File: src/rtl/mbus_pkg.sv
package mbus_pkg;

  typedef enum logic [2:0] {
    ST_IDLE = 3'd0,
    ST_T1   = 3'd1,
    ST_T2   = 3'd2,
    ST_T3   = 3'd3,
    ST_TW   = 3'd4,
    ST_T4   = 3'd5
  } bstate_e;

  typedef enum logic [1:0] {
    K_READ    = 2'd0,
    K_WRITE   = 2'd1,
    K_REFRESH = 2'd2
  } xkind_e;

  typedef struct packed {
    logic rd_n;
    logic wr_n;
    logic r_n;
    logic a_n;
    logic c_n;
  } strb_t;

  // Strobe levels as a function of the current phase and transfer kind.
  function automatic strb_t strobe_levels(bstate_e st, xkind_e k);
    strb_t s;
    logic past_t1;
    logic past_t2;
    logic past_t3;
    past_t1 = (st == ST_T2) || (st == ST_T3) || (st == ST_TW) || (st == ST_T4);
    past_t2 = (st == ST_T3) || (st == ST_TW) || (st == ST_T4);
    past_t3 = (st == ST_TW) || (st == ST_T4);
    s.r_n  = !past_t1;
    s.a_n  = !past_t2;
    s.c_n  = !past_t3;
    s.rd_n = !(past_t1 && (k == K_READ));
    s.wr_n = !(past_t2 && (k == K_WRITE));
    return s;
  endfunction

  // Lane enables {upper, lower}, active low, for an active transfer.
  function automatic logic [1:0] lane_enables_n(xkind_e k, logic word, logic a0, logic second);
    logic [1:0] en;
    if (k == K_REFRESH)  en = 2'b11;
    else if (word)       en = second ? 2'b10 : 2'b00;
    else                 en = a0 ? 2'b10 : 2'b01;
    return en;
  endfunction

  // Request bits to transfer kind; refresh takes priority.
  function automatic xkind_e decode_kind(logic wr, logic rf);
    xkind_e k;
    if (rf)      k = K_REFRESH;
    else if (wr) k = K_WRITE;
    else         k = K_READ;
    return k;
  endfunction

endpackage

File: src/rtl/mbus_rst_filt.sv
module mbus_rst_filt #(
  parameter int RST_MIN = 5
) (
  input  logic clk,
  input  logic rst_n_raw,
  output logic rst_act
);
  localparam int CW = $clog2(RST_MIN + 1);
  localparam logic [CW-1:0] LAST = CW'(RST_MIN - 1);

  logic [CW-1:0] low_cnt;

  always_ff @(posedge clk) begin
    if (rst_n_raw) begin
      low_cnt <= '0;
      rst_act <= 1'b0;
    end else if (low_cnt == LAST) begin
      rst_act <= 1'b1;
    end else begin
      low_cnt <= low_cnt + 1'b1;
    end
  end

  // a high raw input always releases the internal reset on the next edge
  a_r9_release: assert property (@(posedge clk) rst_n_raw |=> !rst_act);

endmodule

File: src/rtl/mbus_ctl.sv
module mbus_ctl
  import mbus_pkg::*;
#(
  parameter int AW = 24,
  parameter int DW = 16
) (
  input  logic          clk,
  input  logic          rst,
  input  logic          req_valid,
  input  logic          req_write,
  input  logic          req_refresh,
  input  logic          req_word,
  input  logic [AW-1:0] req_addr,
  input  logic [DW-1:0] req_wdata,
  input  logic          wait_n,
  input  logic          msize_n,
  output bstate_e       st,
  output xkind_e        kind_q,
  output logic          word_q,
  output logic [AW-1:0] addr_q,
  output logic [DW-1:0] wdata_q,
  output logic          second_q,
  output logic          bytemem_q,
  output logic          done
);

  logic accept;
  logic ev_t3_end;
  logic ev_split;
  logic ev_last;
  logic stall;

  assign accept    = (st == ST_IDLE) && req_valid;
  assign ev_t3_end = (st == ST_T3);
  assign stall     = ((st == ST_T3) || (st == ST_TW)) && !wait_n;
  assign ev_split  = (st == ST_T4) && !second_q && bytemem_q && word_q;
  assign ev_last   = (st == ST_T4) && !ev_split;

  always_ff @(posedge clk) begin
    if (rst) begin
      st        <= ST_IDLE;
      kind_q    <= K_READ;
      word_q    <= 1'b0;
      addr_q    <= '0;
      wdata_q   <= '0;
      second_q  <= 1'b0;
      bytemem_q <= 1'b0;
      done      <= 1'b0;
    end else begin
      done <= ev_last;
      if (accept) begin
        kind_q    <= decode_kind(req_write, req_refresh);
        word_q    <= req_word;
        addr_q    <= req_addr;
        wdata_q   <= req_wdata;
        second_q  <= 1'b0;
        bytemem_q <= 1'b0;
      end
      if (ev_t3_end && !second_q && (kind_q != K_REFRESH))
        bytemem_q <= !msize_n;
      if (ev_split)
        second_q <= 1'b1;
      case (st)
        ST_IDLE: if (accept) st <= ST_T1;
        ST_T1:   st <= ST_T2;
        ST_T2:   st <= ST_T3;
        ST_T3:   st <= stall ? ST_TW : ST_T4;
        ST_TW:   st <= stall ? ST_TW : ST_T4;
        ST_T4:   st <= ev_split ? ST_T1 : ST_IDLE;
        default: st <= ST_IDLE;
      endcase
    end
  end

  // a low wait sample at the end of T3 or Tw yields a Tw
  a_r5_wait_stall: assert property (@(posedge clk) disable iff (rst)
    (((st == ST_T3) || (st == ST_TW)) && !wait_n) |=> (st == ST_TW));
  // a high wait sample ends the wait run
  a_r5_wait_exit: assert property (@(posedge clk) disable iff (rst)
    ((st == ST_TW) && wait_n) |=> (st == ST_T4));
  // a split goes straight to T1 of the odd-byte transfer
  a_r6_split_restart: assert property (@(posedge clk) disable iff (rst)
    ev_split |=> ((st == ST_T1) && second_q));
  // refresh never reaches a second transfer
  a_r8_refresh_single: assert property (@(posedge clk) disable iff (rst)
    ((kind_q == K_REFRESH) && (st != ST_IDLE)) |-> !second_q);
  // done lasts one clock
  a_r10_done_pulse: assert property (@(posedge clk) disable iff (rst)
    done |=> !done);
  // a transfer is never entered from T4 into T2
  a_r1_t1_first: assert property (@(posedge clk) disable iff (rst)
    (st == ST_T1) |=> (st == ST_T2));

endmodule

File: src/rtl/mbus_strobe.sv
module mbus_strobe
  import mbus_pkg::*;
(
  input  logic    clk,
  input  logic    rst,
  input  bstate_e st,
  input  xkind_e  kind_q,
  output logic    mrd_n,
  output logic    mwr_n,
  output logic    tref_r_n,
  output logic    tref_a_n,
  output logic    tref_c_n
);

  strb_t lv;

  always_comb lv = strobe_levels(st, kind_q);

  assign mrd_n    = lv.rd_n;
  assign mwr_n    = lv.wr_n;
  assign tref_r_n = lv.r_n;
  assign tref_a_n = lv.a_n;
  assign tref_c_n = lv.c_n;

  // read and write strobes are never active together
  a_r3_exclusive: assert property (@(posedge clk) disable iff (rst)
    !(!mrd_n && !mwr_n));
  // the mux reference falls only after the row reference is already low
  a_r4_a_after_r: assert property (@(posedge clk) disable iff (rst)
    $fell(tref_a_n) |-> (!tref_r_n && !$past(tref_r_n)));
  // the column reference falls only after the mux reference is already low
  a_r4_c_after_a: assert property (@(posedge clk) disable iff (rst)
    $fell(tref_c_n) |-> (!tref_a_n && !$past(tref_a_n)));
  // all references return high together
  a_r4_rise_together: assert property (@(posedge clk) disable iff (rst)
    $rose(tref_r_n) |-> (tref_a_n && tref_c_n));
  // the read strobe is never active outside the row window
  a_r2_rd_in_window: assert property (@(posedge clk) disable iff (rst)
    !mrd_n |-> !tref_r_n);

endmodule

File: src/rtl/mbus_dpath.sv
module mbus_dpath
  import mbus_pkg::*;
#(
  parameter int AW = 24,
  parameter int DW = 16
) (
  input  logic          clk,
  input  logic          rst,
  input  bstate_e       st,
  input  xkind_e        kind_q,
  input  logic          word_q,
  input  logic [AW-1:0] addr_q,
  input  logic [DW-1:0] wdata_q,
  input  logic          second_q,
  input  logic          bytemem_q,
  input  logic [DW-1:0] bus_din,
  output logic [AW-1:0] bus_addr,
  output logic [DW-1:0] bus_dout,
  output logic          bus_oe,
  output logic          bhen_n,
  output logic          blen_n,
  output logic [DW-1:0] rdata
);
  localparam int LW = DW / 2;

  logic          active;
  logic          capture;
  logic [LW-1:0] din_hi;
  logic [LW-1:0] din_lo;
  logic [LW-1:0] byte_pick;

  assign active  = (st != ST_IDLE);
  assign capture = (st == ST_T4) && (kind_q == K_READ);
  assign din_hi  = bus_din[DW-1:LW];
  assign din_lo  = bus_din[LW-1:0];
  assign byte_pick = (bytemem_q || !addr_q[0]) ? din_hi : din_lo;

  assign bus_addr = {addr_q[AW-1:1], word_q ? second_q : addr_q[0]};
  assign bus_oe   = active && (kind_q == K_WRITE);
  assign bus_dout = (word_q && !second_q) ? wdata_q : {wdata_q[LW-1:0], wdata_q[LW-1:0]};
  assign {bhen_n, blen_n} = active ? lane_enables_n(kind_q, word_q, addr_q[0], second_q) : 2'b11;

  always_ff @(posedge clk) begin
    if (rst) begin
      rdata <= '0;
    end else if (capture) begin
      if (!word_q)         rdata <= {{LW{1'b0}}, byte_pick};
      else if (!bytemem_q) rdata <= bus_din;
      else if (!second_q)  rdata[DW-1:LW] <= din_hi;
      else                 rdata[LW-1:0]  <= din_hi;
    end
  end

  // the second transfer targets the odd byte on the lower enable only
  a_r6_odd_second: assert property (@(posedge clk) disable iff (rst)
    (second_q && active) |-> (bus_addr[0] && bhen_n && !blen_n));
  // refresh drives no lane enable
  a_r8_refresh_lanes: assert property (@(posedge clk) disable iff (rst)
    (active && (kind_q == K_REFRESH)) |-> (bhen_n && blen_n && !bus_oe));
  // write data is only driven while a write is running
  a_r11_oe_idle: assert property (@(posedge clk) disable iff (rst)
    !active |-> !bus_oe);

endmodule

File: src/rtl/mbus_seq.sv
module mbus_seq
  import mbus_pkg::*;
#(
  parameter int AW      = 24,
  parameter int DW      = 16,
  parameter int RST_MIN = 5
) (
  input  logic          clk,
  input  logic          rst_n_raw,
  input  logic          req_valid,
  input  logic          req_write,
  input  logic          req_refresh,
  input  logic          req_word,
  input  logic [AW-1:0] req_addr,
  input  logic [DW-1:0] req_wdata,
  input  logic          wait_n,
  input  logic          msize_n,
  input  logic [DW-1:0] bus_din,
  output logic [AW-1:0] bus_addr,
  output logic [DW-1:0] bus_dout,
  output logic          bus_oe,
  output logic          bhen_n,
  output logic          blen_n,
  output logic          mrd_n,
  output logic          mwr_n,
  output logic          tref_r_n,
  output logic          tref_a_n,
  output logic          tref_c_n,
  output logic          busy,
  output logic          done,
  output logic [DW-1:0] rdata
);

  logic          rst_act;
  bstate_e       st;
  xkind_e        kind_q;
  logic          word_q;
  logic [AW-1:0] addr_q;
  logic [DW-1:0] wdata_q;
  logic          second_q;
  logic          bytemem_q;

  mbus_rst_filt #(.RST_MIN(RST_MIN)) u_filt (
    .clk       (clk),
    .rst_n_raw (rst_n_raw),
    .rst_act   (rst_act)
  );

  mbus_ctl #(.AW(AW), .DW(DW)) u_ctl (
    .clk         (clk),
    .rst         (rst_act),
    .req_valid   (req_valid),
    .req_write   (req_write),
    .req_refresh (req_refresh),
    .req_word    (req_word),
    .req_addr    (req_addr),
    .req_wdata   (req_wdata),
    .wait_n      (wait_n),
    .msize_n     (msize_n),
    .st          (st),
    .kind_q      (kind_q),
    .word_q      (word_q),
    .addr_q      (addr_q),
    .wdata_q     (wdata_q),
    .second_q    (second_q),
    .bytemem_q   (bytemem_q),
    .done        (done)
  );

  mbus_strobe u_strb (
    .clk      (clk),
    .rst      (rst_act),
    .st       (st),
    .kind_q   (kind_q),
    .mrd_n    (mrd_n),
    .mwr_n    (mwr_n),
    .tref_r_n (tref_r_n),
    .tref_a_n (tref_a_n),
    .tref_c_n (tref_c_n)
  );

  mbus_dpath #(.AW(AW), .DW(DW)) u_dp (
    .clk       (clk),
    .rst       (rst_act),
    .st        (st),
    .kind_q    (kind_q),
    .word_q    (word_q),
    .addr_q    (addr_q),
    .wdata_q   (wdata_q),
    .second_q  (second_q),
    .bytemem_q (bytemem_q),
    .bus_din   (bus_din),
    .bus_addr  (bus_addr),
    .bus_dout  (bus_dout),
    .bus_oe    (bus_oe),
    .bhen_n    (bhen_n),
    .blen_n    (blen_n),
    .rdata     (rdata)
  );

  assign busy = (st != ST_IDLE);

  // busy and the row reference agree once past T1
  a_r1_busy_cover: assert property (@(posedge clk) disable iff (rst_act)
    !tref_r_n |-> busy);

endmodule

File: config.mk
export PLATFORM = sky130hd
export DESIGN_NAME = mbus_seq
export DESIGN_NICKNAME = d
export VERILOG_FILES = /design/src/rtl/mbus_pkg.sv /design/src/rtl/mbus_rst_filt.sv /design/src/rtl/mbus_ctl.sv /design/src/rtl/mbus_strobe.sv /design/src/rtl/mbus_dpath.sv /design/src/rtl/mbus_seq.sv
export SDC_FILE = /design/constraint.sdc
export NUM_CORES = 1
export LEC_CHECK = 0
export ABC_AREA = 1
export ABC_CLOCK_PERIOD_IN_PS = 1550
export CAP_MARGIN = 0
export CORE_ASPECT_RATIO = 0.75
export CORE_UTILIZATION = 45
export DETAILED_ROUTE_END_ITERATION = 10
export GPL_TIMING_DRIVEN = 0
export PLACE_DENSITY = 0.81
export SYNTH_ARGS = -nofsm -noshare
export SYNTH_HDL_FRONTEND = slang
export SYNTH_HIERARCHICAL = 1
export SYNTH_SLANG_ARGS = --single-unit
File: constraint.sdc
create_clock -name clk -period 1.55 [get_ports clk]
set_input_delay 0.31 -clock clk [delete_from_list [all_inputs] [get_ports clk]]
set_output_delay 0.31 -clock clk [all_outputs]
set_load 0.02 [all_outputs]
==> run metrics, run 1 <==
Hold/Removal Path Class flop to flop; number of vias in the routed layout 3,699; final setup violation count 11; portion of the post-synthesis area used by sequential elements 0.393; final-report max-slew violation count 0; Die Wd between 100 and 150 um; die boundary height 78.6 um; Post-synth EDFFs 0; async set or reset register ratio after synthesis 0; cts-stage hold buffer count 0; number of H-tree levels 3; synthesis-to-layout area growth 51.6%; Antenna Cells 0; VDD IR-drop max approximately 0.0010 V; TritonCTS Buffers 9; # nets final 739; cell accounting for the most synthesized area sky130_fd_sc_hd__dfxtp_1; Least-Margin Pin Slew roughly 0.48 ns; startpoint-to-endpoint class of the critical path flop to output port; number of synthesis warnings 6; Bufs and invs on worst path 4; number of instances in the synthesized netlist 521; Syn Area/Cell 6.75 um2; run status finished, violations left; DRC violation total after the first TritonRoute iteration 190; layout cells sized above 1 0.223; arrival time worst endpoint between 1 and 1.5 ns; Layout Utilization 0.714; crit path max fanout 8; cell type group with the largest total delay on the critical path flip-flops; most repeated library cell on the critical path sky130_fd_sc_hd__nand2_4; antenna violation net count after detailed routing 0; net count after synthesis ~590; CP max-delay cell sky130_fd_sc_hd__dfxtp_4; num rows 27; most frequently used flop master after synthesis sky130_fd_sc_hd__dfxtp_1; via-per-instance ratio around 4.8; Cell Area, Synth about 3500 um2; CP endpoint kind output port; sink count of the clock tree 69; total length of routed wires 10,100 um; Max Root-Sink Buffers 2; Critical Path Max Stage Delay 0.40 ns; sum of negative setup slack -1.38 ns; final hold viol count 0; effective utilization at floorplan 0.471; worst-case headroom to the max-slew limit 0.681; critical path, cell by cell inv_8 -> nor2_8 -> buf_12 -> clkinv_8 -> nand2_4 -> nand2_4 -> buf_6; Max-cap violations 0; post-route cell area 5330 um2; largest cells by area after synthesis sky130_fd_sc_hd__dfxtp_1 (39%), sky130_fd_sc_hd__nand2_1 (20%), sky130_fd_sc_hd__buf_4 (8.3%); maximum clock frequency 0.583 GHz; clock tree from TritonCTS built; leakage power figure 2.65 nW; final routed DRC violation total 0; antenna violations before repair 0; minimum clock period ~1.7 ns; largest net degree at the start of global routing 13; clk_skew 0.0104 ns; critical path launch point type flop; power density over the cells ~2100 nW/um2; HPWL after detailed placement around 7100 um; Placer Congestion 0.853; total I/O pin count 130; unrepaired setup endpoints after global routing yes; share of the synthesized area in the top cell type 0.393; Placed Instance Area between 4000 and 5000 um2; crit path setup slack, layout -0.164 ns; crit share post-route 1.11; Pre-antenna DRT Iters 5; via count of the first global-routing pass about 3,600; clock transition at the registers of the reported paths 0.08 ns; average wire per standard cell 13.0 um; global-route wire length before repair 16,300 um; post-synthesis cell type count 25; post-synthesis register bit count 69; latest clock arrival within the worst-skew pair roughly 0.34 ns; port buffer count 129; die area 8170 um2; fill count around 610; root cell of the clock tree sky130_fd_sc_hd__clkbuf_8; Total GRT Usage 0.246; standard cell core area 7470 um2; required time of the critical path 1.24 ns; post-placement setup slack -0.615 ns; violated checks setup timing; remaining global-route overflow 0
[cell families after synthesis]
group	after synthesis	share of synthesized area
simple gates	281	0.328
flops	69	0.393
fa+ha+maj	2	0.00712
compound gates	66	0.101
buf+inv	103	0.170
[cell usage after synthesis, drive strengths merged (2+ instances only)]
| cell | count |
|---|---|
| dfxtp | 69 |
| nor3 | 4 |
| clkbuf | 4 |
| a21oi | 54 |
| buf | 49 |
| ha | 2 |
| nor2 | 54 |
| nand3 | 27 |
| nand2 | 194 |
| o21ai | 12 |
| inv | 49 |
[per-stage QoR]
step                hold WS, ns  power [mW]  cells
floorplan                 0.377        6.93    521
global placement          0.450        9.15    751
detailed placement        0.452        9.34    751
CTS                       0.470        10.8    776
global route              0.489        11.9    778
finish                    0.466        11.1    778
[sequential cells by signal, indices dropped and copies added (netlist names), 2 cells and up]
name / flops
u_ctl/st: 3
u_filt/low_cnt: 3
u_dp/rdata: 16
u_ctl/kind_q: 2
u_ctl/wdata_q: 16
u_ctl/addr_q: 24
[cell usage in the layout, fill, tap and decap left out, types with 9 or more instances in the layout]
cell / Yosys / routed
sky130_fd_sc_hd__buf_4: 39 / 46
sky130_fd_sc_hd__nand2_2: 4 / 16
sky130_fd_sc_hd__nand2_1: 189 / 171
sky130_fd_sc_hd__clkdlybuf4s50_1: 0 / 63
sky130_fd_sc_hd__inv_1: 45 / 44
sky130_fd_sc_hd__dlygate4sd2_1: 0 / 48
sky130_fd_sc_hd__dfxtp_1: 69 / 59
sky130_fd_sc_hd__clkbuf_8: 0 / 9
sky130_fd_sc_hd__nand3_1: 26 / 23
sky130_fd_sc_hd__buf_6: 2 / 19
sky130_fd_sc_hd__a21oi_1: 47 / 47
sky130_fd_sc_hd__o21ai_0: 12 / 12
sky130_fd_sc_hd__nor2_1: 50 / 50
[power breakdown]
group	internal [mW]	switching (mW)	total [mW]
Clock	0.734	0.689	1.42
Sequential	2.61	0.627	3.24
Combinational	2.96	3.48	6.44
Total	6.31	4.79	11.1
[area by class of cell]
cell class	instances	area, um2	share of cell area
Multi-Input combinational cell	349	1650	0.309
Sequential cell	69	1400	0.263
Timing Repair Buffer	141	1340	0.252
Buffer	52	410	0.0770
Inverter	50	200	0.0375
Tap cell	101	126	0.0237
Clock buffer	9	124	0.0232
Clock inverter	6	63.8	0.0120
Timing Repair inverter	1	16.3	0.00305
[layer usage]
| layer | GRT usage | up-vias | part of all wire | wire, um |
|---|---|---|---|---|
| li1 | - | 1879 | - | - |
| met1 | 0.291 | 1657 | 0.42 | 4270 |
| met2 | 0.443 | 152 | 0.49 | 4980 |
| met3 | 0.0548 | 11 | 0.073 | 732 |
| met4 | 0.0800 | 0 | 0.011 | 108 |
| met5 | 0 | - | 0 | 0 |
[worst reg2reg max path: stages (launching register included)]
cell and delay, ns:
sky130_fd_sc_hd__dfxtp_4 0.37, sky130_fd_sc_hd__buf_6 0.10, sky130_fd_sc_hd__buf_4 0.14, sky130_fd_sc_hd__nand3_2 0.10, sky130_fd_sc_hd__nor2_4 0.19, sky130_fd_sc_hd__nand2_4 0.11, sky130_fd_sc_hd__buf_6 0.15, sky130_fd_sc_hd__nor2_1 0.12
sky130_fd_sc_hd__nor2_1 0.06
[worst paths after layout]
path | startpoint | to | slack (ns) | cells after the start
setup / recovery | u_ctl/word_q | bus_dout[14] | -0.16 | 7
hold / removal | u_ctl/addr_q[12] | u_ctl/addr_q[12] | 0.47 | 2
setup reg to reg | u_ctl/st[2] | u_dp/rdata[1] | 0.11 | 8
hold reg to reg | u_ctl/addr_q[12] | u_ctl/addr_q[12] | 0.47 | 2
[timing repair]
action | CTS | global route
buffers inserted | 10 | 2
setup endpoints to repair | 76 | 17
gates cloned | 1 | 0
resized for setup | 176 | 26
pin swaps | 7 | 11
No activity file was read; power rests on OpenSTA's default activity.
==> run 2: changes to the inputs <==
--- a/config.mk
+++ b/config.mk
@@ -5,14 +5,14 @@
 export SDC_FILE = /design/constraint.sdc
 export NUM_CORES = 1
 export LEC_CHECK = 0
-export ABC_AREA = 1
 export ABC_CLOCK_PERIOD_IN_PS = 1550
 export CAP_MARGIN = 0
 export CORE_ASPECT_RATIO = 0.75
-export CORE_UTILIZATION = 45
+export CORE_UTILIZATION = 43
+export CTS_CLUSTER_SIZE = 28
 export DETAILED_ROUTE_END_ITERATION = 10
 export GPL_TIMING_DRIVEN = 0
-export PLACE_DENSITY = 0.81
+export PLACE_DENSITY = 0.8
 export SYNTH_ARGS = -nofsm -noshare
 export SYNTH_HDL_FRONTEND = slang
 export SYNTH_HIERARCHICAL = 1
==> run metrics, run 2 <==
effective utilization at floorplan 0.456 (-0.0151); cell type group with the largest total delay on the critical path flip-flops; crit path setup slack, layout -0.314 ns (-0.150 ns); most instantiated cells after synthesis sky130_fd_sc_hd__nand2_1 (95), sky130_fd_sc_hd__dfxtp_1 (69), sky130_fd_sc_hd__a21oi_1 (48); clock tree from TritonCTS built; number of vias in the routed layout 3,384 (-8.5%); cell accounting for the most synthesized area sky130_fd_sc_hd__dfxtp_1; Critical Path Max Stage Delay 0.36 ns (-0.04 ns); total length of routed wires 11,500 um (+14%); remaining global-route overflow 0 (unchanged); Pre-antenna DRT Iters 4 (-1); final hold viol count 0 (unchanged); power density over the cells 2190 nW/um2 (+5.1%); total I/O pin count 130 (unchanged); root cell of the clock tree sky130_fd_sc_hd__clkbuf_8; crit path max fanout 2 (-6); Antenna Cells 0 (unchanged); run status finished, violations left; global-route wire length before repair 14,700 um (-9.3%); number of H-tree levels 3 (unchanged); sink count of the clock tree 69 (unchanged); Placed Instance Area 4640 um2 (-5.9%); CP max-delay cell sky130_fd_sc_hd__dfxtp_4; minimum clock period 1.86 ns (+0.150 ns); die boundary height 76.6 um (-2.5%); Hold WS 0.471 ns (+0.00482 ns); most common cell in the netlist sky130_fd_sc_hd__nand2_1; via-per-instance ratio 5.30 (+11%); Max Root-Sink Buffers 2 (unchanged); critical path launch point type flop; clk_skew 0.00986 ns (-0.000539 ns); CP endpoint kind output port; via count of the first global-routing pass 3,102 (-15%); TritonCTS Buffers 9 (unchanged); crit share post-route 1.20 (+0.0968); startpoint-to-endpoint class of the critical path flop to output port; clock transition at the registers of the reported paths 0.08 ns (about the same); cts-stage hold buffer count 0 (unchanged); Total GRT Usage 0.245 (-0.00160); # nets final 602 (-19%); Layout Utilization 0.816 (+0.102); layout cells sized above 1 0.455 (+0.232); port buffer count 129 (unchanged); average wire per standard cell 18.0 um (+39%); Syn Area/Cell 8.52 um2 (+26%); share of the synthesized area in the top cell type 0.433 (+0.0404); commonest cells after routing, fill and taps aside sky130_fd_sc_hd__clkdlybuf4s50_1 (63), sky130_fd_sc_hd__buf_4 (62), sky130_fd_sc_hd__dfxtp_1 (59), sky130_fd_sc_hd__nand2_1 (55), sky130_fd_sc_hd__dlygate4sd2_1 (41); Die Wd 101 um (-2.5%); worst-case headroom to the max-slew limit 0.462 (-0.219); sum of negative setup slack -9.35 ns (-7.97 ns); portion of the post-synthesis area used by sequential elements 0.433 (+0.0404); most common cell after layout, fill and taps aside sky130_fd_sc_hd__clkdlybuf4s50_1; required time of the critical path 1.24 ns (about the same); Hold/Removal Path Class flop to flop; post-synthesis register bit count 69 (unchanged); fill count 411 (-33%); Post-synth EDFFs 0 (unchanged); leakage power figure 2.57 nW (-3.0%); post-route cell area 5710 um2 (+7.1%); standard cell core area 6990 um2 (-6.3%); Biggest register u_ctl/addr_q; post-synthesis cell type count 43 (+72%); violated checks setup timing; antenna violations before repair 0 (unchanged); HPWL after detailed placement 6480 um (-8.3%); net count after synthesis 440 (-25%); Bufs and invs on worst path 2 (-2); critical path, cell by cell clkbuf_8 -> mux2_4 -> a211o_4 -> buf_6; antenna violation net count after detailed routing 0 (unchanged); number of instances in the synthesized netlist 374 (-28%); num rows 26 (-3.7%); Max-cap violations 0 (unchanged); async set or reset register ratio after synthesis 0 (unchanged); die area 7770 um2 (-5.0%); flip-flop count of the largest register after layout 24 (unchanged); VDD IR-drop max 0.00118 V (+13%); DRC violation total after the first TritonRoute iteration 151 (-21%); largest cells by area after synthesis sky130_fd_sc_hd__dfxtp_1 (43%), sky130_fd_sc_hd__nand2_1 (11%), sky130_fd_sc_hd__a21oi_1 (7.5%); final routed DRC violation total 0 (unchanged); latest clock arrival within the worst-skew pair 0.35 ns (about the same); Cell Area, Synth 3190 um2 (-9.3%); Least-Margin Pin Slew 0.807 ns (+0.328 ns); Placer Congestion 0.763 (-11%); synthesis-to-layout area growth 79.1%; arrival time worst endpoint 1.55 ns (+0.15 ns); Regs by FF count u_ctl/addr_q: 24 flops, u_ctl/wdata_q: 16 flops, u_dp/rdata: 16 flops; largest net degree at the start of global routing 13 (unchanged); most frequently used flop master after synthesis sky130_fd_sc_hd__dfxtp_1; final setup violation count 74 (+63); number of synthesis warnings 6 (unchanged); final-report max-slew violation count 0 (unchanged); unrepaired setup endpoints after global routing yes; maximum clock frequency 0.536 GHz (-8.1%)
==> run 2: cell count changes in the layout (fill, tap and decap cells not counted), moves of 9 or more <==
cell	before	now
sky130_fd_sc_hd__inv_1	44	6
sky130_fd_sc_hd__mux2_4	0	9
sky130_fd_sc_hd__nand2_4	7	39
sky130_fd_sc_hd__nand2_2	16	1
sky130_fd_sc_hd__o21ai_0	12	0
sky130_fd_sc_hd__nor2_1	50	5
sky130_fd_sc_hd__nand3_1	23	10
sky130_fd_sc_hd__buf_4	46	62
sky130_fd_sc_hd__a21oi_1	47	8
sky130_fd_sc_hd__nand2_1	171	55
sky130_fd_sc_hd__mux2i_1	0	15
sky130_fd_sc_hd__a21oi_2	7	40
==> run 2: final cells by class <==
cell class | count | area, um2 | area share
sequential | 69 | 1410 | 0.247
timing repair buffer | 155 | 1500 | 0.262
buffer | 52 | 419 | 0.0734
multi-input combinational | 242 | 2000 | 0.350
tap | 98 | 123 | 0.0215
inverter | 7 | 26.3 | 0.00460
clock inverter | 6 | 111 | 0.0195
clock buffer | 10 | 128 | 0.0224
==> run 2: metal layers <==
| layer | GRT usage | part of all wire | vias up |
|---|---|---|---|
| met2 | 0.411 | 0.50 | 159 |
| li1 | - | - | 1567 |
| met4 | 0.0696 | 0.030 | 0 |
| met1 | 0.290 | 0.38 | 1624 |
| met5 | 0 | 0 | - |
| met3 | 0.0899 | 0.087 | 34 |
==> run 2: power by group <==
group          total [mW]  switching [mW]  internal, mW
registers            3.39           0.788          2.60
clock network        1.78           0.707          1.07
logic                7.33            3.60          3.73
==> run 2: logic make-up (layout without fill, tap and decap cells) <==
group	Yosys count	in the layout	share of synthesized area
and+or+nand+nor	135	136	0.197
AOI/OAI and AO/OA	76	76	0.141
DFF	69	69	0.433
buffers and inverters	64	230	0.130
muxes	26	26	0.0856
adders and majority gates	2	2	0.00785
xor gates and xnor gates	2	2	0.00550
==> run 2: tightest hold or removal path, stage by stage (launching register included) <==
cell and delay [ns]:
sky130_fd_sc_hd__dfxtp_1 0.31, sky130_fd_sc_hd__nand2_1 0.06, sky130_fd_sc_hd__mux2i_1 0.06
==> run 2: what timing repair did <==
item                                    CTS  global route
cloned                                    0             5
endpoints found under the setup margin  126            78
resized for setup                       176           178
pin swaps                                 6            82
buffers inserted                         11            11
==> run 2: worst paths after layout <==
check,start,endpoint,slack (ns),depth (start not counted)
min,u_dp/rdata[8],u_dp/rdata[8],0.47,2
max reg2reg,u_filt/rst_act,u_ctl/addr_q[10],-0.18,3
min reg2reg,u_dp/rdata[8],u_dp/rdata[8],0.47,2
max,u_ctl/word_q,bhen_n,-0.31,4
==> run 2: stage by stage <==
stage / std cells / power [mW] / worst slack (ns)
2_1_floorplan: 374 / 6.49 / -0.203
3_3_place_gp: 601 / 8.62 / -0.677
3_5_place_dp: 601 / 8.80 / -0.704
4_1_cts: 624 / 10.5 / -0.295
5_1_grt: 639 / 13.1 / -0.346
6_report: 639 / 12.5 / -0.314
